[src/rtl/cgram_pkg.sv]
package cgram_pkg;
    localparam int ROWS_PER_CHAR = 8;
    localparam int NUM_CHARS     = 8;
    localparam int DEPTH         = ROWS_PER_CHAR * NUM_CHARS;
    localparam int PTR_W         = $clog2(DEPTH);
    localparam int BYTE_W        = 8;
    localparam int PIX_W         = 5;
    localparam int CMD_W         = BYTE_W - PTR_W;
    localparam logic [CMD_W-1:0] LOAD_CODE = CMD_W'(1);

    typedef enum logic [2:0] {
        OP_NONE,
        OP_LOAD,
        OP_STORE,
        OP_FETCH,
        OP_DROP
    } op_e;
endpackage

[src/rtl/cgram_decode.sv]
module cgram_decode
    import cgram_pkg::*;
(
    input  logic              reg_sel,
    input  logic              wr_stb,
    input  logic              rd_stb,
    input  logic [BYTE_W-1:0] wr_data,
    output op_e               op
);
    always_comb begin
        unique case ({wr_stb, rd_stb, reg_sel})
            3'b100, 3'b110: op = (wr_data[BYTE_W-1:PTR_W] == LOAD_CODE) ? OP_LOAD : OP_DROP;
            3'b101, 3'b111: op = OP_STORE;
            3'b011:         op = OP_FETCH;
            default:        op = OP_NONE;
        endcase
    end
endmodule

[src/rtl/cgram_ctrl.sv]
module cgram_ctrl
    import cgram_pkg::*;
(
    input  logic              clk,
    input  logic              rst_n,
    input  op_e               op,
    input  logic [BYTE_W-1:0] wr_data,
    output logic [PTR_W-1:0]  ptr
);
    logic [PTR_W-1:0] ptr_nxt;

    always_comb begin
        unique case (op)
            OP_LOAD:            ptr_nxt = wr_data[PTR_W-1:0];
            OP_STORE, OP_FETCH: ptr_nxt = ptr + PTR_W'(1);
            default:            ptr_nxt = ptr;
        endcase
    end

    always_ff @(posedge clk or negedge rst_n) begin
        if (!rst_n) ptr <= '0;
        else        ptr <= ptr_nxt;
    end

    p_load_r2: assert property (@(posedge clk) disable iff (!rst_n)
        (op == OP_LOAD) |=> (ptr == $past(wr_data[PTR_W-1:0])));
    p_step_r3: assert property (@(posedge clk) disable iff (!rst_n)
        (op == OP_STORE || op == OP_FETCH) |=> (ptr == PTR_W'($past(ptr) + 1)));
    p_ignore_r5: assert property (@(posedge clk) disable iff (!rst_n)
        (op == OP_DROP) |=> $stable(ptr));
    p_wrap_r6: assert property (@(posedge clk) disable iff (!rst_n)
        ((op == OP_STORE || op == OP_FETCH) && ptr == PTR_W'(DEPTH-1)) |=> (ptr == '0));
endmodule

[src/rtl/cgram_store.sv]
module cgram_store
    import cgram_pkg::*;
(
    input  logic              clk,
    input  logic              rst_n,
    input  op_e               op,
    input  logic [PTR_W-1:0]  ptr,
    input  logic [BYTE_W-1:0] wr_data,
    output logic [BYTE_W-1:0] rd_data
);
    logic [PIX_W-1:0] rows [DEPTH];

    for (genvar g = 0; g < DEPTH; g++) begin : g_row
        always_ff @(posedge clk or negedge rst_n) begin
            if (!rst_n)                                  rows[g] <= '0;
            else if (op == OP_STORE && ptr == PTR_W'(g)) rows[g] <= wr_data[PIX_W-1:0];
        end
    end

    always_ff @(posedge clk or negedge rst_n) begin
        if (!rst_n)              rd_data <= '0;
        else if (op == OP_FETCH) rd_data <= {{(BYTE_W-PIX_W){1'b0}}, rows[ptr]};
    end

    p_hold_r7: assert property (@(posedge clk) disable iff (!rst_n)
        (op != OP_FETCH) |=> $stable(rd_data));
    p_upper_zero_r4: assert property (@(posedge clk) disable iff (!rst_n)
        rd_data[BYTE_W-1:PIX_W] == '0);
endmodule

[src/rtl/cgram_port.sv]
module cgram_port
    import cgram_pkg::*;
(
    input  logic              clk,
    input  logic              rst_n,
    input  logic              reg_sel,
    input  logic              wr_stb,
    input  logic              rd_stb,
    input  logic [BYTE_W-1:0] wr_data,
    output logic [BYTE_W-1:0] rd_data
);
    op_e              op;
    logic [PTR_W-1:0] ptr;

    cgram_decode u_decode (
        .reg_sel (reg_sel),
        .wr_stb  (wr_stb),
        .rd_stb  (rd_stb),
        .wr_data (wr_data),
        .op      (op)
    );

    cgram_ctrl u_ctrl (
        .clk     (clk),
        .rst_n   (rst_n),
        .op      (op),
        .wr_data (wr_data),
        .ptr     (ptr)
    );

    cgram_store u_store (
        .clk     (clk),
        .rst_n   (rst_n),
        .op      (op),
        .ptr     (ptr),
        .wr_data (wr_data),
        .rd_data (rd_data)
    );

    p_sel_r1: assert property (@(posedge clk) disable iff (!rst_n)
        (!reg_sel && rd_stb && !wr_stb) |=> $stable(rd_data));
    p_both_r9: assert property (@(posedge clk) disable iff (!rst_n)
        (reg_sel && rd_stb && wr_stb) |=> $stable(rd_data));
endmodule

[config.mk]
export PLATFORM = sky130hd
export DESIGN_NAME = cgram_port
export DESIGN_NICKNAME = d
export VERILOG_FILES = /design/src/rtl/cgram_pkg.sv /design/src/rtl/cgram_decode.sv /design/src/rtl/cgram_ctrl.sv /design/src/rtl/cgram_store.sv /design/src/rtl/cgram_port.sv
export SDC_FILE = /design/constraint.sdc
export NUM_CORES = 1
export LEC_CHECK = 0
export ABC_AREA = 1
export BUFFER_PORTS_ARGS = -buffer_cell sky130_fd_sc_hd__clkbuf_2
export CORE_UTILIZATION = 35
export DETAILED_ROUTE_END_ITERATION = 8
export PLACE_DENSITY = 0.46
export SLEW_MARGIN = 25
export SYNTH_ARGS = -nofsm -noshare
export SYNTH_HDL_FRONTEND = slang
export SYNTH_HIERARCHICAL = 1
export SYNTH_SLANG_ARGS = --single-unit
export TNS_END_PERCENT = 10
[constraint.sdc]
create_clock -name clk -period 1.78 [get_ports clk]
set_input_delay 0.267 -clock clk [delete_from_list [all_inputs] [get_ports clk]]
set_output_delay 0.267 -clock clk [all_outputs]
set_load 0.02 [all_outputs]
==> impl_metrics.py, run 1 <==
metrics = {
    "cts": {
        "cts_root_buffer": "clkbuf_16",
        "cts_buffers": 41,
        "cts.sinks": 331,
        "clk_path_buf_depth": 3,
        "tritoncts": "done",
        "clk_pin_slew_ns": 0.06,
        "cts-htree-levels": 2,
        "clkLatencyLatePin_ns": 0.56,
    },
    "timing": {
        "clock_skew_ns": 0.0125,
        "fin_crit_ns": 1.95,
        "tns_ns": -2.67,
        "setup_viol": 45,
        "final_max_slew_viol_count": 0,
        "fin_ws_ns": -0.169,
        "rsz0062_at_grt": "yes",
        "min_period_over_period_pct": 109,
        "hold_viol": 0,
        "clock.fmax_mhz": 513,
    },
    "synthesis": {
        "yosysTopAreaCell": "dfrtp_1",
        "syn_area_per_cell_sq_um": 7.84,
        "synthAdderAreaFrac_pct": 0.0788,
        "synth_top_area_share_pct": 52.2,
        "ys_seq_elements": 331,
        "ys_seq_area_share_pct": 52.2,
        "syn_inst": 2024,
        "synthSimpleGateAreaFrac_pct": 32.5,
        "synth_top_family_by_area": "simple AND/OR/NAND/NOR gates",
        "synth.distinct_cells": 32,
        "yosysWarnings": 6,
        "ys_top_cells_by_area": "dfrtp_1 (52%), nand2_1 (23%), o21ai_0 (9.5%)",
        "synth_xor_area_share_pct": 0.0552,
        "synth_compound_area_share_pct": 11.1,
        "muxShareOfSynthArea_pct": 0,
        "synth_area_sq_um": 15900,
    },
    "setup_path": {
        "crit_type": "reg2reg",
        "crit_path_end_kind": "register",
        "cp_max_fo": 23,
        "start_kind": "register",
        "cp.required_ns": 2.26,
        "worst-endpoint-arrival_ns": 2.43,
    },
    "global_routing": {
        "grt_pass1_wl_mm": 79.0,
        "track_usage_pct": 22.0,
        "grt_overflow": 0,
        "antenna_found_initial": 0,
        "grt_max_degree": 65,
        "grt_pass1_vias": 13300,
    },
    "floorplan": {
        "num_rows": 77,
        "start_util_pct": 35.7,
        "die_w_microns": 215,
        "ios": 21,
        "dieArea_sq_um": 46200,
        "die_h_microns": 215,
        "core_sq_um": 44500,
    },
    "place": {
        "dp_slack_ns": -0.434,
        "numPortBuffers": 17,
        "place_inst": 2644,
        "gp_congestion": 0.808,
        "dpl.hpwl_mm": 32.3,
    },
    "final_layout": {
        "final_cells": 2726,
        "layout_common_cells": "nand2_1 (956), dfrtp_1 (328), o21ai_0 (284), nand3_1 (96), buf_4 (73)",
        "area_delta_synth_final_pct": 20.1,
        "nNetsFinal": 2122,
        "antenna_cells": 0,
        "final_common_cell": "nand2_1",
        "drive_gt1_share_pct": 15.6,
    },
    "detailed_routing": {
        "ant_nets": 0,
        "route.detailed.drc": 0,
        "wl_per_cell_microns": 18.3,
        "drtIter0Drc": 909,
        "viasPerCell": 4.96,
        "routed_wl_mm": 50.0,
        "firstDrtPassIters": 5,
        "vias": 13500,
    },
    "pwr": {
        "powerDensity_nw_per_um2": 1380,
        "ir_drop_mv": 0.741,
        "p_leak_nw": 9.53,
    },
    "status": {
        "status": "finished with violations",
        "violations": "setup timing",
    },
    "run": {
        "maxCapViolCount": 0,
    },
    "worst_hold_path": {
        "hold_path_class": "in2reg",
    },
}
## flip-flops by register name (all words and copies together), names as in the netlist
signal,cells
u_store/rows,320
u_ctrl/ptr,6
u_store/rd_data,5
## synthesized netlist by cell type
| library cell | count |
|---|---|
| inv_2 | 7 |
| dfrtp_1 | 331 |
| nor2_2 | 6 |
| nand2_4 | 13 |
| a22oi_1 | 1 |
| clkinv_1 | 5 |
| nand3_1 | 97 |
| xnor2_1 | 1 |
| nand2_1 | 970 |
| nor2_1 | 23 |
| buf_6 | 6 |
| nor3_1 | 1 |
| o21ai_1 | 44 |
| buf_2 | 32 |
| inv_4 | 1 |
| o211ai_1 | 2 |
| buf_1 | 2 |
| clkbuf_1 | 45 |
| ha_1 | 1 |
| conb_1 | 1 |
| nand3b_1 | 1 |
| nor2_8 | 1 |
| nor2_4 | 16 |
| inv_1 | 14 |
| buf_8 | 1 |
| o21bai_1 | 1 |
| nand4_1 | 25 |
| nand2_2 | 55 |
| nor3_4 | 3 |
| o21ai_0 | 301 |
| clkinv_4 | 1 |
| buf_4 | 16 |
## final cells by class
type,instances,area [sq um]
Fill cell,4593,25400
Tap cell,592,741
Timing Repair Buffer,140,1520
Clock inverter,7,41.3
Inverter,28,123
Clock buffer,62,1190
Sequential cell,331,8290
Multi-Input combinational cell,1566,7160
## cell families after synthesis
family	after synthesis
buf+inv	130
other cells	1
simple gates	1211
flops	331
compound gates	349
xor+xnor	1
fa+ha+maj	1
## path summary, 6_finish.rpt
path | startpoint | endpoint | slack [ns] | depth (start not counted)
max in group asynchronous | rst_n | u_store/rows[163] | 0.84 | 3
max | u_ctrl/ptr[0] | u_store/rd_data[2] | -0.17 | 12
min reg2reg | u_store/rows[171] | u_store/rows[171] | 0.48 | 2
max reg2reg | u_ctrl/ptr[0] | u_store/rd_data[2] | -0.17 | 12
min in group asynchronous | rst_n | u_store/rows[21] | 0.23 | 2
min | wr_data[5] | u_ctrl/ptr[5] | 0.03 | 5
## timing repair
item | CTS | global route
cloned | 1 | 1
setup buffers | 5 | 4
endpoints found under the setup margin | 238 | 276
pin swaps | 7 | 6
endpoints found under the hold margin | 174 | 0
gates resized for setup | 53 | 34
hold buffers | 2 | 0
## power breakdown
group | internal (W) | switching (W) | leakage, nW | total (W)
clock | 0.00460 | 0.00324 | 0.608 | 0.00784
combinational | 0.00287 | 0.00460 | 4.43 | 0.00747
sequential | 0.00962 | 0.00130 | 4.50 | 0.0109
## worst max-delay path: stages, from the launching register on
cell and delay (ns):
dfrtp_4 0.52, buf_16 0.19, nor2_4 0.21, buf_12 0.17, nand2_1 0.07, nand4_1 0.11
nand2_1 0.08, nand2_2 0.09, o21ai_2 0.06, buf_4 0.14, nand2_1 0.08, nor2_2 0.05
nor2_1 0.08
## metrics by stage
step | hold WS, ns | util (%) | total power [W] | instance area [sq um]
6_report | 0.0260 | 42.8 | 0.0262 | 19100
2_1_floorplan | -0.0286 | - | 0.0151 | 15900
3_3_place_gp | 0.208 | 39.1 | 0.0181 | 17400
3_5_place_dp | 0.198 | 39.1 | 0.0182 | 17400
4_1_cts | 0.00307 | 42.5 | 0.0264 | 18900
5_1_grt | 0.0408 | 42.8 | 0.0279 | 19100
## per-layer routing
metal	vias up	routed length (microns)	track usage [%]
li1	6709	-	-
met1	6522	23800	30.6
met2	225	23200	35.6
met3	75	1680	2.53
met4	0	1310	7.33
met5	-	0	0
Power figures use the tool's default switching activity.
==> inputs of run 2 (changes only) <==
- ABC_CLOCK_PERIOD_IN_PS: unset -> 2200
- GPL_ROUTABILITY_DRIVEN: unset -> 0
- clock period: 1.78 -> 2.2 ns (I/O delays scaled with it)
==> run 2 against run 1 <==
Compared with the run above:
- the run now ends clean
- clock power down 15%
- die area unchanged
- first-iteration DRC count is 28% higher
- cell count shrank 1.5%
- utilization shrank 1.5 points
- worst setup slack improved by 0.29 ns
- total power fell by 20%
- global-route usage grew 0.10 points
- register-to-register slack improved by 0.29 ns
- sequential power decreased by 19%
- combinational power is 27% lower
- critical endpoint is now u_store/rows[69]
- largest cell class unchanged
- largest power group unchanged
==> impl_metrics.py, run 2 (synthesis gave the netlist of run 1 again) <==
metrics = {
    "final_layout": {
        "area_delta_synth_final_pct": 16.0,
        "antenna_cells": 0,
        "design_area_sq_um": 18400,
        "regMostFlops": "u_store/rows",
        "top_regs": "u_store/rows (320), u_ctrl/ptr (6), u_store/rd_data (5)",
        "drive_gt1_share_pct": 12.9,
        "final_cells": 2684,
        "final_common_cell": "nand2_1",
        "layout_common_cells": "nand2_1 (970), dfrtp_1 (329), o21ai_0 (299), nand3_1 (97), nand2_2 (55)",
        "nNetsFinal": 2075,
        "fin_util_pct": 41.4,
        "largest_register_ffs": 320,
    },
    "cts": {
        "cts.sinks": 331,
        "cts_buffers": 40,
        "cts-htree-levels": 2,
        "clkLatencyLatePin_ns": 0.57,
        "cts_root_buffer": "clkbuf_16",
        "tritoncts": "done",
        "clk_path_buf_depth": 3,
        "clk_pin_slew_ns": 0.06,
        "postCtsSetupRepairBufs": 0,
    },
    "pwr": {
        "ir_drop_mv": 0.748,
        "combPwrFrac_pct": 26.0,
        "clkPwrFrac_pct": 31.9,
        "switching_share_pct": 34.5,
        "powerDensity_nw_per_um2": 1140,
        "p_leak_nw": 9.00,
        "seqPwrFrac_pct": 42.1,
        "total_power_w": 0.0210,
        "switchingPower_w": 0.00725,
        "internal_power_w": 0.0137,
    },
    "detailed_routing": {
        "firstDrtPassIters": 5,
        "routed_wl_mm": 49.4,
        "wl_per_cell_microns": 18.4,
        "ant_nets": 0,
        "drtIter0Drc": 1167,
        "viasPerCell": 5.01,
        "vias": 13400,
        "route.detailed.drc": 0,
    },
    "setup_path": {
        "critPathCapture": "u_store/rows[69]",
        "r2r_cells": 8,
        "rr_startpoint": "u_ctrl/ptr[3]",
        "crit_path_end_kind": "register",
        "crit_type": "reg2reg",
        "cp.required_ns": 2.62,
        "r2r_slack_ns": 0.12,
        "cp_max_fo": 11,
        "worst-endpoint-arrival_ns": 2.50,
        "crit_start": "u_ctrl/ptr[3]",
        "r2r_end": "u_store/rows[69]",
        "start_kind": "register",
    },
    "status": {
        "status": "finished, final reports clean",
    },
    "timing": {
        "tns_ns": 0,
        "fin_crit_ns": 2.08,
        "clock_skew_ns": 0.0219,
        "setup_viol": 0,
        "min_period_over_period_pct": 94.3,
        "relSlewSlack_pct": 63.2,
        "hold_viol": 0,
        "clock.fmax_mhz": 482,
        "worst_slew_pin_slew_ns": 0.552,
        "rsz0062_at_grt": "no",
        "final_max_slew_viol_count": 0,
    },
    "place": {
        "postPlaceCellArea_sq_um": 17100,
        "place_inst": 2610,
        "dpl.hpwl_mm": 31.9,
        "numPortBuffers": 17,
    },
    "floorplan": {
        "die_w_microns": 215,
        "num_rows": 77,
        "start_util_pct": 35.7,
        "dieArea_sq_um": 46200,
        "core_sq_um": 44500,
        "die_h_microns": 215,
        "ios": 21,
    },
    "global_routing": {
        "grt_pass1_vias": 13300,
        "grt_pass1_wl_mm": 79.7,
        "track_usage_pct": 22.1,
        "antenna_found_initial": 0,
        "grt_max_degree": 65,
        "grt_overflow": 0,
    },
    "worst_hold_path": {
        "hold_path_class": "in2reg",
    },
    "run": {
        "maxCapViolCount": 0,
    },
}
run 2: power groups by stage:
stage	Clock [W]	Sequential, W	Combinational (W)
2_1_floorplan	0	0.00860	0.00366
3_3_place_gp	0	0.00889	0.00542
3_5_place_dp	0	0.00889	0.00549
4_1_cts	0.00690	0.00882	0.00549
5_1_grt	0.00713	0.00903	0.00623
6_report	0.00669	0.00883	0.00546
run 2: metrics by stage:
step | worst slack [ns] | hold WS (ns)
final | 0.124 | 0.0601
after global routing | 0.0124 | 0.0488
after CTS | 0.0231 | 0.0238
after detailed placement | 0.0560 | 0.285
after global placement | 0.0584 | 0.279
after floorplan | 0.421 | 0.0344
run 2: timing repair:
item                                    CTS  global route
gates resized for setup                   0             4
hold buffers                              1             0
endpoints found under the setup margin    0             4
endpoints found under the hold margin    40             0
run 2: final cells by class:
type	count	area [sq um]
Fill cell	4687	26100
Clock buffer	66	1290
Sequential cell	331	8290
Multi-Input combinational cell	1565	6950
Timing Repair Buffer	95	975
Inverter	28	116
Clock inverter	7	52.6
Tap cell	592	741
run 2: worst min path at each step:
stage / slack, ns / depth (start not counted) / to / startpoint
2_1_floorplan: 0.03 / 0 / u_ctrl/ptr[0] / rst_n
3_3_place_gp: 0.28 / 1 / u_store/rows[113] / rst_n
3_5_place_dp: 0.28 / 1 / u_store/rows[113] / rst_n
4_1_cts: 0.02 / 3 / u_ctrl/ptr[3] / wr_data[3]
5_1_grt: 0.05 / 3 / u_ctrl/ptr[3] / wr_data[3]
6_report: 0.06 / 3 / u_ctrl/ptr[3] / wr_data[3]
run 2: routing by layer:
metal	vias up	GRT usage [%]	share of wire, %
met4	0	6.03	2.3
met3	64	3.20	4.5
met2	267	34.6	45
li1	6609	-	-
met1	6496	31.8	48
met5	-	0	0
run 2: critical path, cell delays in order, from the launching register on:
cell and delay, ns:
dfrtp_1 0.46, buf_4 0.19, nor2_1 0.26, buf_6 0.22, inv_2 0.12, nor2_4 0.30
nand2_2 0.21, nand2_1 0.10, o21ai_0 0.07
==> inputs of run 3 (changes only) <==
- ABC_AREA: 1 -> 0
==> run 3 against run 2 <==
Compared with the run above:
- cell count shrank 31%
- clock power fell by 4.8%
- critical path depth decreased by 1
- count of clock-buffer cells in the layout down 6
- sequential cell count stayed put
- synthesized area decreased by 0.16%
- largest power group unchanged
- non-clock buffer count is 69 higher
- hold slack better by 0.079 ns
- utilization increased by 1.4 points
- fmax fell by 3.7%
- routed wire length fell by 15%
==> impl_metrics.py, run 3 <==
metrics = {
    "synthesis": {
        "synth_top_family_by_area": "multiplexers",
        "muxShareOfSynthArea_pct": 35.3,
        "ys_seq_elements": 331,
        "syn_area_per_cell_sq_um": 14.4,
        "synth_area_sq_um": 15900,
        "synth_ff_type": "dfrtp_1",
        "synth.distinct_cells": 57,
        "synthSimpleGateAreaFrac_pct": 6.94,
        "async_flop_share_pct": 100,
        "synth_xor_area_share_pct": 0,
        "syn_inst": 1102,
        "yosysTopAreaCell": "dfrtp_1",
        "yosysMostFrequentCell": "dfrtp_1",
        "synth_compound_area_share_pct": 2.47,
        "synth_commonest_cells": "dfrtp_1 (331), mux2_2 (323), mux4_2 (70), nand2_1 (62), clkbuf_1 (36)",
        "ys_seq_area_share_pct": 52.3,
        "ys_top_cells_by_area": "dfrtp_1 (52%), mux2_2 (23%), mux4_2 (9.9%)",
        "yosysWarnings": 6,
        "synthAdderAreaFrac_pct": 0.0789,
        "synth_top_area_share_pct": 52.3,
        "synth_enable_flop_cells": 0,
    },
    "detailed_routing": {
        "route.detailed.drc": 0,
        "ant_nets": 0,
        "routed_wl_mm": 42.1,
        "wl_per_cell_microns": 22.8,
        "firstDrtPassIters": 4,
        "viasPerCell": 5.18,
        "vias": 9583,
        "drtIter0Drc": 494,
    },
    "pwr": {
        "switching_share_pct": 31.3,
        "p_leak_nw": 8.75,
        "clkPwrFrac_pct": 26.9,
        "seqPwrFrac_pct": 39.4,
        "combPwrFrac_pct": 33.7,
        "powerDensity_nw_per_um2": 1250,
        "switchingPower_w": 0.00742,
        "internal_power_w": 0.0163,
        "ir_drop_mv": 0.481,
    },
    "global_routing": {
        "antenna_found_initial": 0,
        "track_usage_pct": 19.0,
        "grt_pass1_wl_mm": 66.2,
        "grt_pass1_vias": 10300,
        "grt_overflow": 0,
        "grt_max_degree": 74,
    },
    "timing": {
        "clock_skew_ns": 0.0178,
        "relSlewSlack_pct": 55.9,
        "rsz0062_at_grt": "yes",
        "setup_viol": 0,
        "min_period_over_period_pct": 98.0,
        "clock.fmax_mhz": 464,
        "hold_viol": 0,
        "fin_crit_ns": 2.15,
        "final_max_slew_viol_count": 0,
        "worst_slew_pin_slew_ns": 0.661,
        "hold-worst-slack_ns": 0.139,
    },
    "worst_hold_path": {
        "hold_path_class": "in2reg",
    },
    "final_layout": {
        "final_cells": 1849,
        "antenna_cells": 0,
        "regMostFlops": "u_store/rows",
        "layout_common_cells": "dfrtp_1 (328), mux2_2 (323), buf_4 (115), mux4_2 (70), nand2_1 (61)",
        "n_fill_cell": 4096,
        "final_common_cell": "dfrtp_1",
        "area_delta_synth_final_pct": 19.9,
        "largest_register_ffs": 320,
        "regArea_sq_um": 8290,
        "drive_gt1_share_pct": 53.1,
        "multi_input_area_sq_um": 7120,
        "nNetsFinal": 1243,
        "top_regs": "u_store/rows (320), u_ctrl/ptr (6), u_store/rd_data (5)",
    },
    "cts": {
        "clk_path_buf_depth": 3,
        "tritoncts": "done",
        "cts_root_buffer": "clkbuf_16",
        "clkLatencyLatePin_ns": 0.56,
        "cts.sinks": 331,
        "cts-htree-levels": 2,
        "cts_buffers": 40,
        "clk_pin_slew_ns": 0.06,
    },
    "floorplan": {
        "num_rows": 77,
        "dieArea_sq_um": 46100,
        "die_h_microns": 215,
        "start_util_pct": 35.7,
        "ios": 21,
        "die_w_microns": 215,
        "core_sq_um": 44400,
    },
    "place": {
        "dpl.hpwl_mm": 28.5,
        "numPortBuffers": 17,
        "place_inst": 1777,
    },
    "setup_path": {
        "worst-endpoint-arrival_ns": 2.63,
        "cp_max_fo": 25,
        "crit_path_end_kind": "register",
        "cp.required_ns": 2.67,
        "crit_type": "reg2reg",
        "start_kind": "register",
    },
    "status": {
        "status": "finished, final reports clean",
    },
    "run": {
        "maxCapViolCount": 0,
    },
}
[run 3: critical path, stage by stage (launching register included)]
cell      delay (ns)
dfrtp_4         0.52
buf_12          0.20
buf_4           0.16
mux4_2          0.23
mux2i_1         0.12
a211oi_1        0.47
nand3_1         0.19
a21oi_1         0.17
[run 3: through the flow]
| stage | power, W | worst slack (ns) | cell area, sq um | TNS [ns] | utilization (%) |
|---|---|---|---|---|---|
| final | 0.0237 | 0.0451 | 19000 | 0 | 42.8 |
| after global routing | 0.0250 | -0.0295 | 19000 | -0.0503 | 42.8 |
| after global placement | 0.0173 | -0.0284 | 17700 | -0.0284 | 39.9 |
| after CTS | 0.0240 | 0.0246 | 19000 | 0 | 42.7 |
| after detailed placement | 0.0174 | -0.0135 | 17700 | -0.0430 | 39.9 |
| after floorplan | 0.0144 | 0.0106 | 15900 | 0 | - |
[run 3: cell type report]
cell class,count,share of cell area [%]
Sequential cell,331,43.6
Multi-Input combinational cell,684,37.5
Timing Repair Buffer,164,8.27
Clock buffer,60,6.14
Tap cell,592,3.90
Clock inverter,10,0.448
Inverter,8,0.158
[run 3: kinds of logic (layout without fill, tap and decap cells)]
| family | count (synthesis) | in the layout |
|---|---|---|
| adder cells (fa/ha/maj) | 1 | 1 |
| flip-flops | 331 | 331 |
| buffers and inverters | 89 | 242 |
| multiplexers | 429 | 429 |
| other | 1 | 3 |
| AND/OR/NAND/NOR | 194 | 194 |
| AO/OA/AOI/OAI | 57 | 57 |
[run 3: power groups by stage]
stage                     Clock (W)  Combinational (W)  Sequential, W
after floorplan                   0            0.00544        0.00893
after global placement            0            0.00789        0.00945
after detailed placement          0            0.00798        0.00945
after CTS                   0.00659            0.00800        0.00936
after global routing        0.00683            0.00858        0.00961
final                       0.00637            0.00798        0.00933
[run 3: metal layers]
| layer | global-route usage [%] | vias up | share of wire, % |
|---|---|---|---|
| met3 | 3.10 | 50 | 4.5 |
| li1 | - | 4308 | - |
| met5 | 0 | - | 0 |
| met2 | 28.8 | 149 | 45 |
| met1 | 27.9 | 5076 | 49 |
| met4 | 5.40 | 0 | 1.8 |
[run 3: timing repair]
item | in CTS | in global routing
setup endpoints to repair | 0 | 9
hold buffers | 1 | 0
buffers inserted | 0 | 1
hold endpoints to repair | 39 | 0
gates resized for setup | 0 | 5
[run 3: path summary, 6_finish.rpt]
kind / start / to / slack [ns] / cells past startpoint
max: u_ctrl/ptr[1] / u_store/rd_data[0] / 0.05 / 7
max reg2reg: u_ctrl/ptr[1] / u_store/rd_data[0] / 0.05 / 7
min reg2reg: u_store/rows[213] / u_store/rows[213] / 0.48 / 1
min in group asynchronous: rst_n / u_store/rows[78] / 0.31 / 2
min: wr_data[5] / u_ctrl/ptr[5] / 0.14 / 4
max in group asynchronous: rst_n / u_ctrl/ptr[1] / 1.06 / 3
